==> src/rtl/cfg_xlate_pkg.sv <==
package cfg_xlate_pkg;
  localparam int unsigned DW = 32;
  localparam int unsigned BEW = DW / 8;
  localparam int unsigned NUM_LINES = 4;

  typedef enum logic {
    ST_IDLE = 1'b0,
    ST_BUSY = 1'b1
  } acc_state_e;

  typedef struct packed {
    logic [DW-1:0]  addr;
    logic [BEW-1:0] be;
    logic           we;
    logic [DW-1:0]  wdata;
  } cfg_cmd_t;
endpackage

==> src/rtl/cfg_index_reg.sv <==
module cfg_index_reg
  import cfg_xlate_pkg::*;
(
  input  logic           clk_i,
  input  logic           rst_ni,
  input  logic           wr_i,
  input  logic [BEW-1:0] be_i,
  input  logic [DW-1:0]  wdata_i,
  output logic [DW-1:0]  idx_o
);
  logic [DW-1:0] idx_q;

  for (genvar b = 0; b < BEW; b++) begin : g_lane
    always_ff @(posedge clk_i or negedge rst_ni) begin
      if (!rst_ni)               idx_q[8*b +: 8] <= '0;
      else if (wr_i && be_i[b])  idx_q[8*b +: 8] <= wdata_i[8*b +: 8];
    end
  end

  assign idx_o = idx_q;

  a_r1_idx_hold: assert property (@(posedge clk_i) disable iff (!rst_ni)
    !wr_i |=> $stable(idx_o));
endmodule

==> src/rtl/cfg_addr_xlate.sv <==
module cfg_addr_xlate
  import cfg_xlate_pkg::*;
(
  input  logic [DW-1:0] idx_i,
  input  logic [2:0]    off_i,
  output logic [DW-1:0] addr_o
);
  localparam int unsigned SEL_LO = 11;

  logic [4:0] dev_num;

  // lowest set select bit wins; none set gives all ones
  always_comb begin
    dev_num = '1;
    for (int k = DW - 1; k >= SEL_LO; k--) begin
      if (idx_i[k]) dev_num = 5'(k);
    end
  end

  always_comb begin
    if (idx_i[DW-1]) begin
      addr_o = idx_i | {{(DW-2){1'b0}}, off_i[1:0]};
    end else if (idx_i[0]) begin
      addr_o = {idx_i[DW-1:3], off_i};
    end else begin
      addr_o = {16'h0, dev_num, idx_i[10:8], idx_i[7:3], off_i};
    end
  end
endmodule

==> src/rtl/cfg_data_fsm.sv <==
module cfg_data_fsm
  import cfg_xlate_pkg::*;
(
  input  logic          clk_i,
  input  logic          rst_ni,
  input  logic          start_i,
  input  cfg_cmd_t      cmd_i,
  output logic          idle_o,
  output logic          done_o,
  output logic          cfg_req_o,
  output cfg_cmd_t      cmd_o,
  input  logic          cfg_ack_i
);
  acc_state_e state_q;
  cfg_cmd_t   cmd_q;

  always_ff @(posedge clk_i or negedge rst_ni) begin
    if (!rst_ni) begin
      state_q <= ST_IDLE;
      cmd_q   <= '0;
    end else begin
      case (state_q)
        ST_IDLE: if (start_i) begin
          state_q <= ST_BUSY;
          cmd_q   <= cmd_i;
        end
        ST_BUSY: if (cfg_ack_i) state_q <= ST_IDLE;
        default: state_q <= ST_IDLE;
      endcase
    end
  end

  assign idle_o    = (state_q == ST_IDLE);
  assign cfg_req_o = (state_q == ST_BUSY);
  assign done_o    = cfg_req_o && cfg_ack_i;
  assign cmd_o     = cmd_q;

  a_r7_req_hold: assert property (@(posedge clk_i) disable iff (!rst_ni)
    cfg_req_o && !cfg_ack_i |=> cfg_req_o && $stable(cmd_o));
  a_r7_ack_ends: assert property (@(posedge clk_i) disable iff (!rst_ni)
    cfg_req_o && cfg_ack_i |=> !cfg_req_o);
endmodule

==> src/rtl/cfg_irq_route.sv <==
module cfg_irq_route
  import cfg_xlate_pkg::*;
#(
  parameter int unsigned NUM_DEV = 32
) (
  input  logic [4*NUM_DEV-1:0]   pin_i,
  output logic [NUM_LINES-1:0]   line_o
);
  always_comb begin
    line_o = '0;
    for (int d = 0; d < NUM_DEV; d++) begin
      for (int p = 0; p < 4; p++) begin
        line_o[(p + d) % NUM_LINES] = line_o[(p + d) % NUM_LINES] | pin_i[4*d + p];
      end
    end
  end
endmodule

==> src/rtl/cfg_xlate_top.sv <==
module cfg_xlate_top
  import cfg_xlate_pkg::*;
#(
  parameter int unsigned HADDR_W = 13,
  parameter int unsigned NUM_DEV = 32,
  localparam int unsigned WIN_BIT = HADDR_W - 1,
  localparam int unsigned PIN_W   = 4 * NUM_DEV
) (
  input  logic               clk_i,
  input  logic               rst_ni,
  input  logic               hreq_i,
  input  logic               hwe_i,
  input  logic [HADDR_W-1:0] haddr_i,
  input  logic [3:0]         hbe_i,
  input  logic [31:0]        hwdata_i,
  output logic [31:0]        hrdata_o,
  output logic               hready_o,
  output logic               cfg_req_o,
  output logic [31:0]        cfg_addr_o,
  output logic [3:0]         cfg_be_o,
  output logic               cfg_we_o,
  output logic [31:0]        cfg_wdata_o,
  input  logic               cfg_ack_i,
  input  logic [31:0]        cfg_rdata_i,
  input  logic [PIN_W-1:0]   dev_irq_i,
  output logic [3:0]         irq_o
);
  logic          data_win;
  logic          idx_wr;
  logic [DW-1:0] idx;
  logic [DW-1:0] xl_addr;
  logic          fsm_idle;
  logic          fsm_done;
  cfg_cmd_t      cmd_in;
  cfg_cmd_t      cmd_out;

  assign data_win = haddr_i[WIN_BIT];
  assign idx_wr   = hreq_i && hwe_i && !data_win;

  cfg_index_reg i_idx (
    .clk_i   (clk_i),
    .rst_ni  (rst_ni),
    .wr_i    (idx_wr),
    .be_i    (hbe_i),
    .wdata_i (hwdata_i),
    .idx_o   (idx)
  );

  cfg_addr_xlate i_xlate (
    .idx_i  (idx),
    .off_i  (haddr_i[2:0]),
    .addr_o (xl_addr)
  );

  assign cmd_in = '{addr: xl_addr, be: hbe_i, we: hwe_i, wdata: hwdata_i};

  cfg_data_fsm i_fsm (
    .clk_i     (clk_i),
    .rst_ni    (rst_ni),
    .start_i   (hreq_i && data_win),
    .cmd_i     (cmd_in),
    .idle_o    (fsm_idle),
    .done_o    (fsm_done),
    .cfg_req_o (cfg_req_o),
    .cmd_o     (cmd_out),
    .cfg_ack_i (cfg_ack_i)
  );

  assign cfg_addr_o  = cmd_out.addr;
  assign cfg_be_o    = cmd_out.be;
  assign cfg_we_o    = cmd_out.we;
  assign cfg_wdata_o = cmd_out.wdata;

  assign hready_o = data_win ? fsm_done : (hreq_i && fsm_idle);
  assign hrdata_o = data_win ? cfg_rdata_i : idx;

  cfg_irq_route #(.NUM_DEV(NUM_DEV)) i_irq (
    .pin_i  (dev_irq_i),
    .line_o (irq_o)
  );

  a_r2_idx_no_cfg: assert property (@(posedge clk_i) disable iff (!rst_ni)
    hready_o && !data_win |-> !cfg_req_o);
  a_r7_done_needs_ack: assert property (@(posedge clk_i) disable iff (!rst_ni)
    hready_o && data_win |-> cfg_ack_i && cfg_req_o);
  a_r10_lines_quiet: assert property (@(posedge clk_i) disable iff (!rst_ni)
    dev_irq_i == '0 |-> irq_o == '0);
endmodule

==> config.mk <==
export PLATFORM = sky130hd
export DESIGN_NAME = cfg_xlate_top
export DESIGN_NICKNAME = d
export VERILOG_FILES = /design/src/rtl/cfg_xlate_pkg.sv /design/src/rtl/cfg_index_reg.sv /design/src/rtl/cfg_addr_xlate.sv /design/src/rtl/cfg_data_fsm.sv /design/src/rtl/cfg_irq_route.sv /design/src/rtl/cfg_xlate_top.sv
export SDC_FILE = /design/constraint.sdc
export NUM_CORES = 1
export LEC_CHECK = 0
export ABC_CLOCK_PERIOD_IN_PS = 1800
export BUFFER_PORTS_ARGS = -buffer_cell sky130_fd_sc_hd__buf_2
export CORE_AREA = 3 3 123 125
export CTS_BUF_LIST = sky130_fd_sc_hd__clkbuf_8
export DETAILED_ROUTE_END_ITERATION = 16
export DIE_AREA = 0 0 126 128
export HOLD_SLACK_MARGIN = 0.15
export PLACE_DENSITY = 0.69
export SYNTH_ARGS = -nofsm -noshare
export SYNTH_HDL_FRONTEND = slang
export SYNTH_SLANG_ARGS = --single-unit
==> constraint.sdc <==
create_clock -name clk_i -period 1.8 [get_ports clk_i]
set_clock_uncertainty 0.2 [all_clocks]
set_input_delay 0.09 -clock clk_i [delete_from_list [all_inputs] [get_ports clk_i]]
set_output_delay 0.09 -clock clk_i [all_outputs]
set_load 0.01 [all_outputs]
==> qor.yml <==
final_nets: 999
finalSetupViolCount: 0
grt_usage: 0.1890
synth.cell_area_um2: 4760
power.internal_mw: 4.928
worstPathRequired_ns: 1.86
powerDensity_nw_per_um2: 969.2
drtPass1Iterations: 4
tightestPinTransition_ns: 0.4669
final_util: 0.5379
fp.dieW_um: 126
synth_top_area_share: 0.5363
clkPwrFrac: 0.208
synth_edf_count: 0
insertion_delay_ns: 0.36
gp_congestion: 0.8127
synth_area_leaders: "dfrtp_1 54%, mux2_2 25%, nor4_1 4.6%, nand2_1 3.4%, o21ai_0 2.8%"
async_flop_share: 1.000
core_um2: 13990
io_pins: 321
die_y_um: 128
cap_violations: 0
placed_cell_area_um2: 6685
status: "completed"
htree_levels: 3
dr.first_iter.drc_count: 124
finalHoldViolCount: 0
layout_min_cycle_time_ns: 1.790
avgSynthCellArea_um2: 12.08
final_area_um2: 7525
p_leak_nw: 3.731
grt_antenna_before_repair: 0
cts_root_buf: "clkbuf_8"
finalWirelength_um: 16270
r2r_slack_ns: 0.07
synth-seq-cells: 102
pwr-share-comb: 0.349
vias: 4660
initial_core_util: 0.3403
max_freq_mhz: 558.8
r2r_cells: 5
yosysSeqAreaShare: 0.5363
fillCellCount: 1293
overflow: 0
start_kind: "input pin"
area.growth.synth_to_final_pct: 58.10
io_buffers: 311
yosysUniqueCellTypes: 34
cts_max_path_buffers: 2
drv_slew: 0
worst_ir_drop_vdd_v: 0.0005245
yosysMostFrequentCell: "mux2_2"
grt_pass1_wl_um: 24340
period_share: 0.9943
row_count: 43
p_sw_frac: 0.3242
critPathArrivalTime_ns: 1.85
avgViaCountPerCell: 4.804
relSlewSlack: 0.6858
cts_buffers: 9
clock_sinks: 102
hp-class: "input pin to flop"
grt_pass1_vias: 4719
ys_warn_count: 0
drive_gt1_frac: 0.5975
grt_max_degree: 43
critical_path_class: "input pin to flop"
p_sw_mw: 2.365
end_kind: "flop"
ys.flop_type: "dfrtp_1"
clk_pin_slew_ns: 0.10
synth_area_leader_cell: "dfrtp_1"
hold-path-cell-count: 4
syn-num-nets: 608
syn_inst: 394
drtAntennaViolNets: 0
die_area_um2: 16130
dp.final_hpwl_um: 12460
seq_power_share: 0.443
antenna_cells: 0
wl_per_cell_um: 16.77
drc_errors: 0
cts_tree: "built"
ys_top_cells_by_count: "106 x mux2_2, 102 x dfrtp_1, 43 x nand2_1"
worstPathMaxFanout: 8
[registers in the layout, summed over array words and instances (netlist names)]
name	flops
i_idx.idx_o	32
i_fsm.cmd_o	69
i_fsm.cfg_req_o	1
[cells in the final DEF (no fill, tap or decap), types with 5 or more instances in the layout]
cell type and count:
buf_2 310, buf_12 5, or2_2 5, nand2_1 43, o21ai_0 27, nor2_1 6
nand4_1 8, clkbuf_8 11, dfrtp_1 102, inv_1 7, dlygate4sd3_1 61, a21oi_1 10
mux2_2 106, buf_4 20, nor4_1 35
[path summary, 6_finish.rpt]
check / endpoint / startpoint
setup / recovery: i_idx.idx_o[4] / hbe_i[0]
min in group asynchronous: i_fsm.cmd_o[12] / rst_ni
hold / removal: i_idx.idx_o[9] / haddr_i[12]
hold reg to reg: i_fsm.cmd_o[64] / i_fsm.cmd_o[64]
setup reg to reg: i_fsm.cmd_o[48] / i_idx.idx_o[15]
max in group asynchronous: i_idx.idx_o[30] / rst_ni
[power by group through the flow]
stage | sequential (mW) | clock (mW) | combinational, mW
after floorplan | 3.44 | 0 | 0.947
after global placement | 3.26 | 0 | 2.33
after detailed placement | 3.28 | 0 | 2.36
after CTS | 3.24 | 1.57 | 2.46
after global routing | 3.32 | 1.66 | 2.80
final | 3.23 | 1.52 | 2.54
[worst max-delay path: stages]
cell	delay (ns)
dlygate4sd3_1	0.53
buf_2	0.15
nand2_4	0.13
dlygate4sd3_1	0.61
mux2_2	0.34
[metal layers]
metal | global-route usage | routed length, um | up-vias
met3 | 0.05708 | 1325 | 15
li1 | - | - | 2232
met2 | 0.3549 | 8743 | 188
met5 | 0 | 0 | -
met1 | 0.2114 | 6029 | 2225
met4 | 0.03912 | 171 | 0
[cell type report]
class | count | area [um^2] | area share
Tap cell | 180 | 225.2 | 0.02993
Clock buffer | 11 | 151.4 | 0.02012
Multi-Input combinational cell | 269 | 2100 | 0.2790
Inverter | 7 | 26.28 | 0.003492
Clock inverter | 5 | 57.56 | 0.007649
Sequential cell | 102 | 2552 | 0.3392
Timing Repair Buffer | 396 | 2412 | 0.3206
[metrics by stage]
stage               power [mW]  hold slack, ns  setup slack (ns)  instances  TNS [ns]
finish                   7.293          0.1782           0.01031        970         0
global route             7.769          0.1954          -0.01191        970  -0.01191
CTS                      7.265          0.1977          0.003334        955         0
detailed placement       5.640         -0.1669            0.1027        892         0
global placement         5.594         -0.1641            0.1203        892         0
floorplan                4.391         -0.4056            0.1657        394         0
[cells by family after synthesis]
family	count (synthesis)	share of synthesized area
compound gates	50	0.06204
buf+inv	23	0.02524
flops	102	0.5363
mux	107	0.2529
simple gates	112	0.1236
[timing repair]
| item | CTS | global route |
|---|---|---|
| setup endpoints to repair | 0 | 5 |
| setup buffers | 0 | 1 |
| hold buffers | 47 | 14 |
| hold endpoints to repair | 175 | 14 |
| resized for setup | 0 | 3 |
(Power assumes the default switching activity.)
